**config.mk**
```make
export PLATFORM = sky130hd
export DESIGN_NAME = bfx_unit
export DESIGN_NICKNAME = d
export VERILOG_FILES = /design/src/rtl/bfx_pkg.sv /design/src/rtl/bfx_extract.sv /design/src/rtl/bfx_compare.sv /design/src/rtl/bfx_unit.sv
export SDC_FILE = /design/constraint.sdc
export NUM_CORES = 1
export LEC_CHECK = 0
export BUFFER_PORTS_ARGS = -buffer_cell sky130_fd_sc_hd__buf_4
export CELL_PAD_IN_SITES_DETAIL_PLACEMENT = 1
export CELL_PAD_IN_SITES_GLOBAL_PLACEMENT = 2
export CORE_ASPECT_RATIO = 1.75
export CORE_UTILIZATION = 36
export CTS_CLUSTER_DIAMETER = 200
export DETAILED_ROUTE_END_ITERATION = 12
export GPL_TIMING_DRIVEN = 0
export PLACE_DENSITY_LB_ADDON = 0.1
export SLEW_MARGIN = 20
export SYNTH_ARGS = -nofsm -noshare
export SYNTH_HDL_FRONTEND = slang
export SYNTH_SLANG_ARGS = --single-unit
```
**constraint.sdc**
```tcl
create_clock -name clk_i -period 1.4 [get_ports clk_i]
set_input_delay 0.07 -clock clk_i [delete_from_list [all_inputs] [get_ports clk_i]]
set_output_delay 0.07 -clock clk_i [all_outputs]
set_load 0.01 [all_outputs]
```
**src/rtl/bfx_pkg.sv**
```systemverilog
package bfx_pkg;
  typedef enum logic [2:0] {
    OP_EXT_Z = 3'd0,
    OP_EXT_S = 3'd1,
    OP_FLAGS = 3'd2,
    OP_SETC  = 3'd3,
    OP_CSEL  = 3'd4
  } bfx_op_e;
endpackage

```
**src/rtl/bfx_extract.sv**
```systemverilog
module bfx_extract #(
  parameter int DATA_W = 32,
  parameter int SH_W   = $clog2(DATA_W),
  parameter int FW_W   = 4,
  localparam int CTL_W = SH_W + FW_W
) (
  input  logic [DATA_W-1:0] d_i,
  input  logic [CTL_W-1:0]  ctl_i,
  output logic [DATA_W-1:0] zext_o,
  output logic [DATA_W-1:0] sext_o
);
  logic [SH_W-1:0]   sh;
  logic [FW_W-1:0]   w;
  logic [DATA_W-1:0] shifted, mask, field;
  logic [FW_W-1:0]   top_idx;
  logic              sign_bit;

  assign sh      = ctl_i[SH_W-1:0];
  assign w       = ctl_i[CTL_W-1:SH_W];
  assign shifted = d_i >> sh;
  assign mask    = ~({DATA_W{1'b1}} << w);
  assign field   = shifted & mask;
  assign top_idx = w - FW_W'(1);
  // width 0 has no top bit: force sign to zero
  assign sign_bit = (w != '0) && shifted[top_idx];
  assign zext_o   = field;
  assign sext_o   = field | (sign_bit ? ~mask : '0);
endmodule

```
**src/rtl/bfx_compare.sv**
```systemverilog
module bfx_compare #(
  parameter int DATA_W = 32
) (
  input  logic [DATA_W-1:0] a_i,
  input  logic [DATA_W-1:0] b_i,
  input  logic              signed_i,
  output logic              eq_o,
  output logic              lt_o
);
  assign eq_o = (a_i == b_i);
  assign lt_o = signed_i ? ($signed(a_i) < $signed(b_i)) : (a_i < b_i);
endmodule

```
**src/rtl/bfx_unit.sv**
```systemverilog
module bfx_unit
  import bfx_pkg::*;
#(
  parameter int DATA_W = 32,
  parameter int FW_W   = 4,
  localparam int SH_W  = $clog2(DATA_W),
  localparam int CTL_W = SH_W + FW_W
) (
  input  logic              clk_i,
  input  logic              rst_ni,
  input  logic              valid_i,
  input  logic [2:0]        op_i,
  input  logic [DATA_W-1:0] d_i,
  input  logic [DATA_W-1:0] s_i,
  input  logic              cond_i,
  input  logic              signed_i,
  output logic              valid_o,
  output logic [DATA_W-1:0] result_o
);
  bfx_op_e           op;
  logic [DATA_W-1:0] zext, sext, nxt;
  logic              eq, lt;

  assign op = bfx_op_e'(op_i);

  bfx_extract #(.DATA_W(DATA_W), .SH_W(SH_W), .FW_W(FW_W)) u_ext (
    .d_i    (d_i),
    .ctl_i  (s_i[CTL_W-1:0]),
    .zext_o (zext),
    .sext_o (sext)
  );

  bfx_compare #(.DATA_W(DATA_W)) u_cmp (
    .a_i      (d_i),
    .b_i      (s_i),
    .signed_i (signed_i),
    .eq_o     (eq),
    .lt_o     (lt)
  );

  always_comb begin
    unique case (op)
      OP_EXT_Z: nxt = zext;
      OP_EXT_S: nxt = sext;
      OP_FLAGS: nxt = {{(DATA_W-2){1'b0}}, eq, lt};
      OP_SETC:  nxt = {{(DATA_W-1){1'b0}}, lt};
      OP_CSEL:  nxt = cond_i ? s_i : '0;
      default:  nxt = '0;
    endcase
  end

  always_ff @(posedge clk_i or negedge rst_ni) begin
    if (!rst_ni) begin
      valid_o  <= 1'b0;
      result_o <= '0;
    end else begin
      valid_o <= valid_i;
      if (valid_i) result_o <= nxt;
    end
  end
endmodule

```
-- After elaboration in Yosys (flattened, before gate mapping)
Index checks and enable logic that the tools add are counted.
Widths: inputs -> output; s select.
- $add $sub $neg: 1
- reduce and logical (&&, ||, !) cells: 3
- equal/unequal tests: 5
- shift operators: 2
- mux-type cells: 6
- bitwise operators: 4
- order comparisons: 3
- operators by type and width (operator ; number):
    $pmux 32 s5 ; 1
    $lt 32x32->1 ; 2
    $mux 32 ; 2
    $not 32->32 ; 2
    $and 32x32->32 ; 1
    $eq 32x32->1 ; 1
    $or 32x32->32 ; 1
    $shl 32x4->32 const A ; 1
    $shr 32x5->32 ; 1
    $eq 3x2->1 const B ; 2
    $lt 4x6->1 const B ; 1
    $bmux 1 s4 ; 1
    $reduce_bool 4->1 ; 1
    $sub 4x1->4 const B ; 1
    $eq 3x1->1 const B ; 1
    $eq 3x3->1 const B ; 1
    $logic_not 3->1 ; 1
    $mux 1 ; 2
    $logic_and 1x1->1 ; 1
- bits in registers: 33
- input port bits: 72
- word-level logic and storage cells: 26

-- Logic depth before layout (Yosys ltp)
- word-level depth: 7
- depth in mapped cells: 13

-- Modules after synthesis
A second synthesis with hierarchy kept.
- cell total of the unflattened synthesis: 647
- area, all modules: 5804.3 um^2
- by module, submodules not included (module ; instances ; area each (um^2) ; cells each ; seq. area each (um^2)):
    bfx_extract ; 1 ; 3031.7 ; 348 ; 0.0
    bfx_unit ; 1 ; 1954.4 ; 186 ; 825.8
    bfx_compare ; 1 ; 818.3 ; 113 ; 0.0

-- Least setup slack after synthesis
OpenSTA, ideal clock, no wires.
- path type: input to register
- start point: input port s_i[0]
- end point: register result_o[26]
- required time: 1.279 ns
- data arrival time: 2.581 ns
- stages: 12
- setup time: 0.121 ns
- setup slack: -1.302 ns
- cells stage by stage: buf_6 buf_6 mux4_2 mux2_2 a211oi_1 mux2i_1 a2111o_1 and4_1 nand4_2 buf_6 buf_6 nand2_1
- longest elaborated chain between the ends: 7
- RTL lines (what ; line ; source):
    start: declaration ; bfx_unit.sv:14 ; input logic [DATA_W-1:0] s_i,
    $shr 32x5->32 (*) ; bfx_extract.sv:20 ; assign shifted = d_i >> sh;
    $bmux 1 s4 ; bfx_extract.sv:25 ; assign sign_bit = (w != '0) && shifted[top_idx];
    $mux 1 (implied by the code) ; bfx_extract.sv:25 ;
    $logic_and 1x1->1 ; bfx_extract.sv:25 ;
    $mux 32 ; bfx_extract.sv:27 ; assign sext_o = field | (sign_bit ? ~mask : '0);
    $or 32x32->32 ; bfx_extract.sv:27 ;
    $pmux 32 s5 (*) ; bfx_unit.sv:42 ; unique case (op)
    end signal: assignment ; bfx_unit.sv:58 ; if (valid_i) result_o <= nxt;
    end: declaration ; bfx_unit.sv:18 ; output logic [DATA_W-1:0] result_o
Every way passes the cells marked *; elsewhere a longest branch is shown, timed or not. The select of a mux whose other input is x is not followed.
A chain may end at the register's enable or synchronous reset.

-- Final worst setup path
- start point: input port s_i[0]
- end point: register result_o[6]
The elaborated chain is that of the path after synthesis.

==> impl_metrics.toml <==
[timing]
fmaxAchievable_mhz = 367.3
tightest_slew_ns = 1.050
skew_ns = 0
min_period_ns = 2.722
setup_slack_ns = -1.322
slew_headroom_pct = 29.49
hold_viol = 0
rsz0062_at_grt = "true"
fin_crit_sh_pct = 194.5
finalSetupViolCount = 32
maxSlewViolCount = 0

[drt]
first_pass_iters = 5
drtIter0Drc = 207
via_count = 4751
routedWlPerCell_um = 26.94
avgViaCountPerCell = 6.438
drc = 0
totalWireLength_mm = 19.88
ant_nets = 0

[pwr]
p_per_area_mw_per_mm2 = 693.1
power.leakage_nw = 2.755
peakVddDrop_uv = 925.6
power_mw = 4.194

[synthesis]
syn_area_mm2 = 0.004353
synth_top_family_by_area = "multiplexers"
synthCells = 470
yosys-top-cells-count = "nand2_1, ha_1, inv_1, dfrtp_1, mux4_2"
synth_ff_type = "dfrtp_1"
avgSynthCellArea_um2 = 9.262
synth_nets = 578
synthTopCellsByArea = "dfrtp_1, mux4_2, ha_1"
synth_edf_count = 0
synth_top_area_share_pct = 18.97
synthMuxAreaShare_pct = 23.28
async_flop_share_pct = 100.0
ys_types = 71
yosysWarnings = 0
synth_compound_area_share_pct = 22.62
yosys.area_share.simple_pct = 17.07
yosysSeqAreaShare_pct = 18.97
synthAdderAreaFrac_pct = 10.35
synth_seq_cells = 33
post-synth-top-count-cell = "nand2_1"
yosysTopAreaCell = "dfrtp_1"
synth-xor-area-share_pct = 0.2012

[floorplan]
die_h_um = 147.5
initial_core_util_pct = 37.38
io_pins = 105
die_w_um = 85.12
row_count = 52
die_area_mm2 = 0.01255
core_mm2 = 0.01165

[place]
post-place-ws_ns = -1.797
placed_cell_area_mm2 = 0.005331
place.gp.congestion = 0.9436
portBuffers = 101
hpwl_mm = 15.69

[finish]
nFillCells = 1320
multi_input_area_mm2 = 0.003452
fin_area_mm2 = 0.006052
antenna_cells = 0
syn_to_final_growth_pct = 39.03
final-seq-area_um2 = 825.8
fin_nets = 710
utilization_pct = 51.97
drive_gt1_share_pct = 40.80

[setup_path]
r2r_setup_slack_ns = 0.40
crit_path_frequent_cell = "buf_12"
path_cells = "buf_8, buf_12, buf_12, buf_12, nor3b_4, mux2_4, mux2i_1, a211o_1, mux4_2, a311oi_4, nand4_4, buf_6, o211ai_1"
cp_top_family = "compound AO/OA/AOI/OAI gates"
cp-end-kind = "register"
r2r_start = "result_o[2]"
r2r_end = "result_o[2]"
crit_buf_inv = 5
path_max_fanout = 7
crit_start = "s_i[0]"
worstPathArrival_ns = 2.91
slowest_stage = "mux4_2"
required_ns = 1.59
critPathLaunchType = "input pin"
cp_slowest_stage_delay_ns = 0.51
path_class = "input pin to register"
rr_worst_depth = 3

[global_route]
grt_use_total_pct = 32.75
overflow = 0
antenna_found_initial = 0
grt_first_pass_wirelength_mm = 30.64
grt_pass1_vias = 5215
grt_max_degree = 34

[clock_network]
tritoncts = "done"
cts-root-buf = "clkbuf_16"
numCtsBuffers = 5
htree_levels = 2
cts_buffer_depth = 2
clk_latency_ns = 0.28
cts.sinks = 33
clkTransAtPathRegs_ns = 0.06

[hold_path]
hold_start = "s_i[31]"
hold_end = "result_o[31]"
holdCritPathClass = "input pin to register"
hold_depth = 3

[run_status]
status = "complete, but fails checks"
violations = "setup timing"

[run]
drv_cap = 0
cells by family after synthesis:
kind of cell / after synthesis
and+or+nand+nor: 145
AOI/OAI and AO/OA: 129
buffers and inverters: 69
muxes: 57
adders and majority gates: 36
DFF: 33
xor gates and xnor gates: 1
cells in the final DEF (no fill, tap or decap), types with 8 or more instances in the layout:
| master | netlist | final |
|---|---|---|
| buf_4 | 2 | 117 |
| o21ai_0 | 16 | 14 |
| nand2_1 | 52 | 35 |
| ha_1 | 36 | 36 |
| mux2i_1 | 12 | 12 |
| nor2_1 | 20 | 20 |
| nand2_2 | 0 | 13 |
| a21oi_1 | 14 | 13 |
| o211ai_1 | 9 | 9 |
| dfrtp_1 | 33 | 33 |
| inv_1 | 35 | 35 |
| clkbuf_1 | 14 | 9 |
| a22oi_1 | 25 | 25 |
| nand4_1 | 8 | 8 |
| mux4_2 | 29 | 32 |
| nor3_1 | 16 | 15 |
area by class of cell:
| cell class | instances | share of cell area (%) |
|---|---|---|
| Buffer | 29 | 3.969 |
| Inverter | 38 | 2.378 |
| Timing Repair Buffer | 127 | 17.57 |
| Sequential cell | 33 | 13.64 |
| Clock inverter | 1 | 0.08270 |
| Tap cell | 135 | 2.791 |
| Multi-Input combinational cell | 368 | 57.04 |
| Clock buffer | 7 | 2.522 |
flip-flops by register name, summed over array words and instances (netlist names):
name and flops:
valid_o 1, result_o 32
worst register-to-register path, stage by stage, from the launching register on:
cell and delay, ns:
dfrtp_1 0.38, nor2b_1 0.13, a31oi_1 0.24, o41ai_4 0.12
worst max-delay path by stage:
stage	to	slack, ns	depth (start not counted)
2_1_floorplan	result_o[26]	-1.13	12
3_3_place_gp	result_o[20]	-1.78	13
3_5_place_dp	result_o[19]	-1.80	13
4_1_cts	result_o[4]	-1.29	11
5_1_grt	result_o[6]	-1.40	10
6_report	result_o[6]	-1.32	13
metrics by stage:
step / hold slack (ns) / instances / setup TNS (ns)
6_report: 0.03162 / 738 / -40.22
5_1_grt: 0.04048 / 738 / -42.03
4_1_cts: 0.02826 / 731 / -39.37
3_5_place_dp: 0.05390 / 706 / -55.23
3_3_place_gp: 0.03993 / 706 / -55.02
2_1_floorplan: -0.2256 / 470 / -34.60
layer usage:
| metal | up-vias | share of wire [%] | track usage, % |
|---|---|---|---|
| li1 | 2116 | - | - |
| met1 | 2379 | 36 | 36.61 |
| met2 | 192 | 53 | 59.35 |
| met3 | 64 | 4.0 | 3.462 |
| met4 | 0 | 6.5 | 18.81 |
| met5 | - | 0 | 0 |
power breakdown:
group	switching, mW	total [mW]	internal (mW)
Clock	0.438	1.19	0.754
Sequential	0.0398	1.06	1.02
Combinational	1.05	1.95	0.899
Total	1.53	4.19	2.67
timing repair:
| item | CTS | global route |
|---|---|---|
| pin swaps | 9 | 5 |
| endpoints found under the setup margin | 32 | 32 |
| gates cloned | 3 | 1 |
| endpoints found under the hold margin | 34 | 0 |
| buffers inserted | 14 | 6 |
| resized for setup | 62 | 21 |
| hold buffers | 2 | 0 |
No activity file was read; power rests on OpenSTA's default activity.
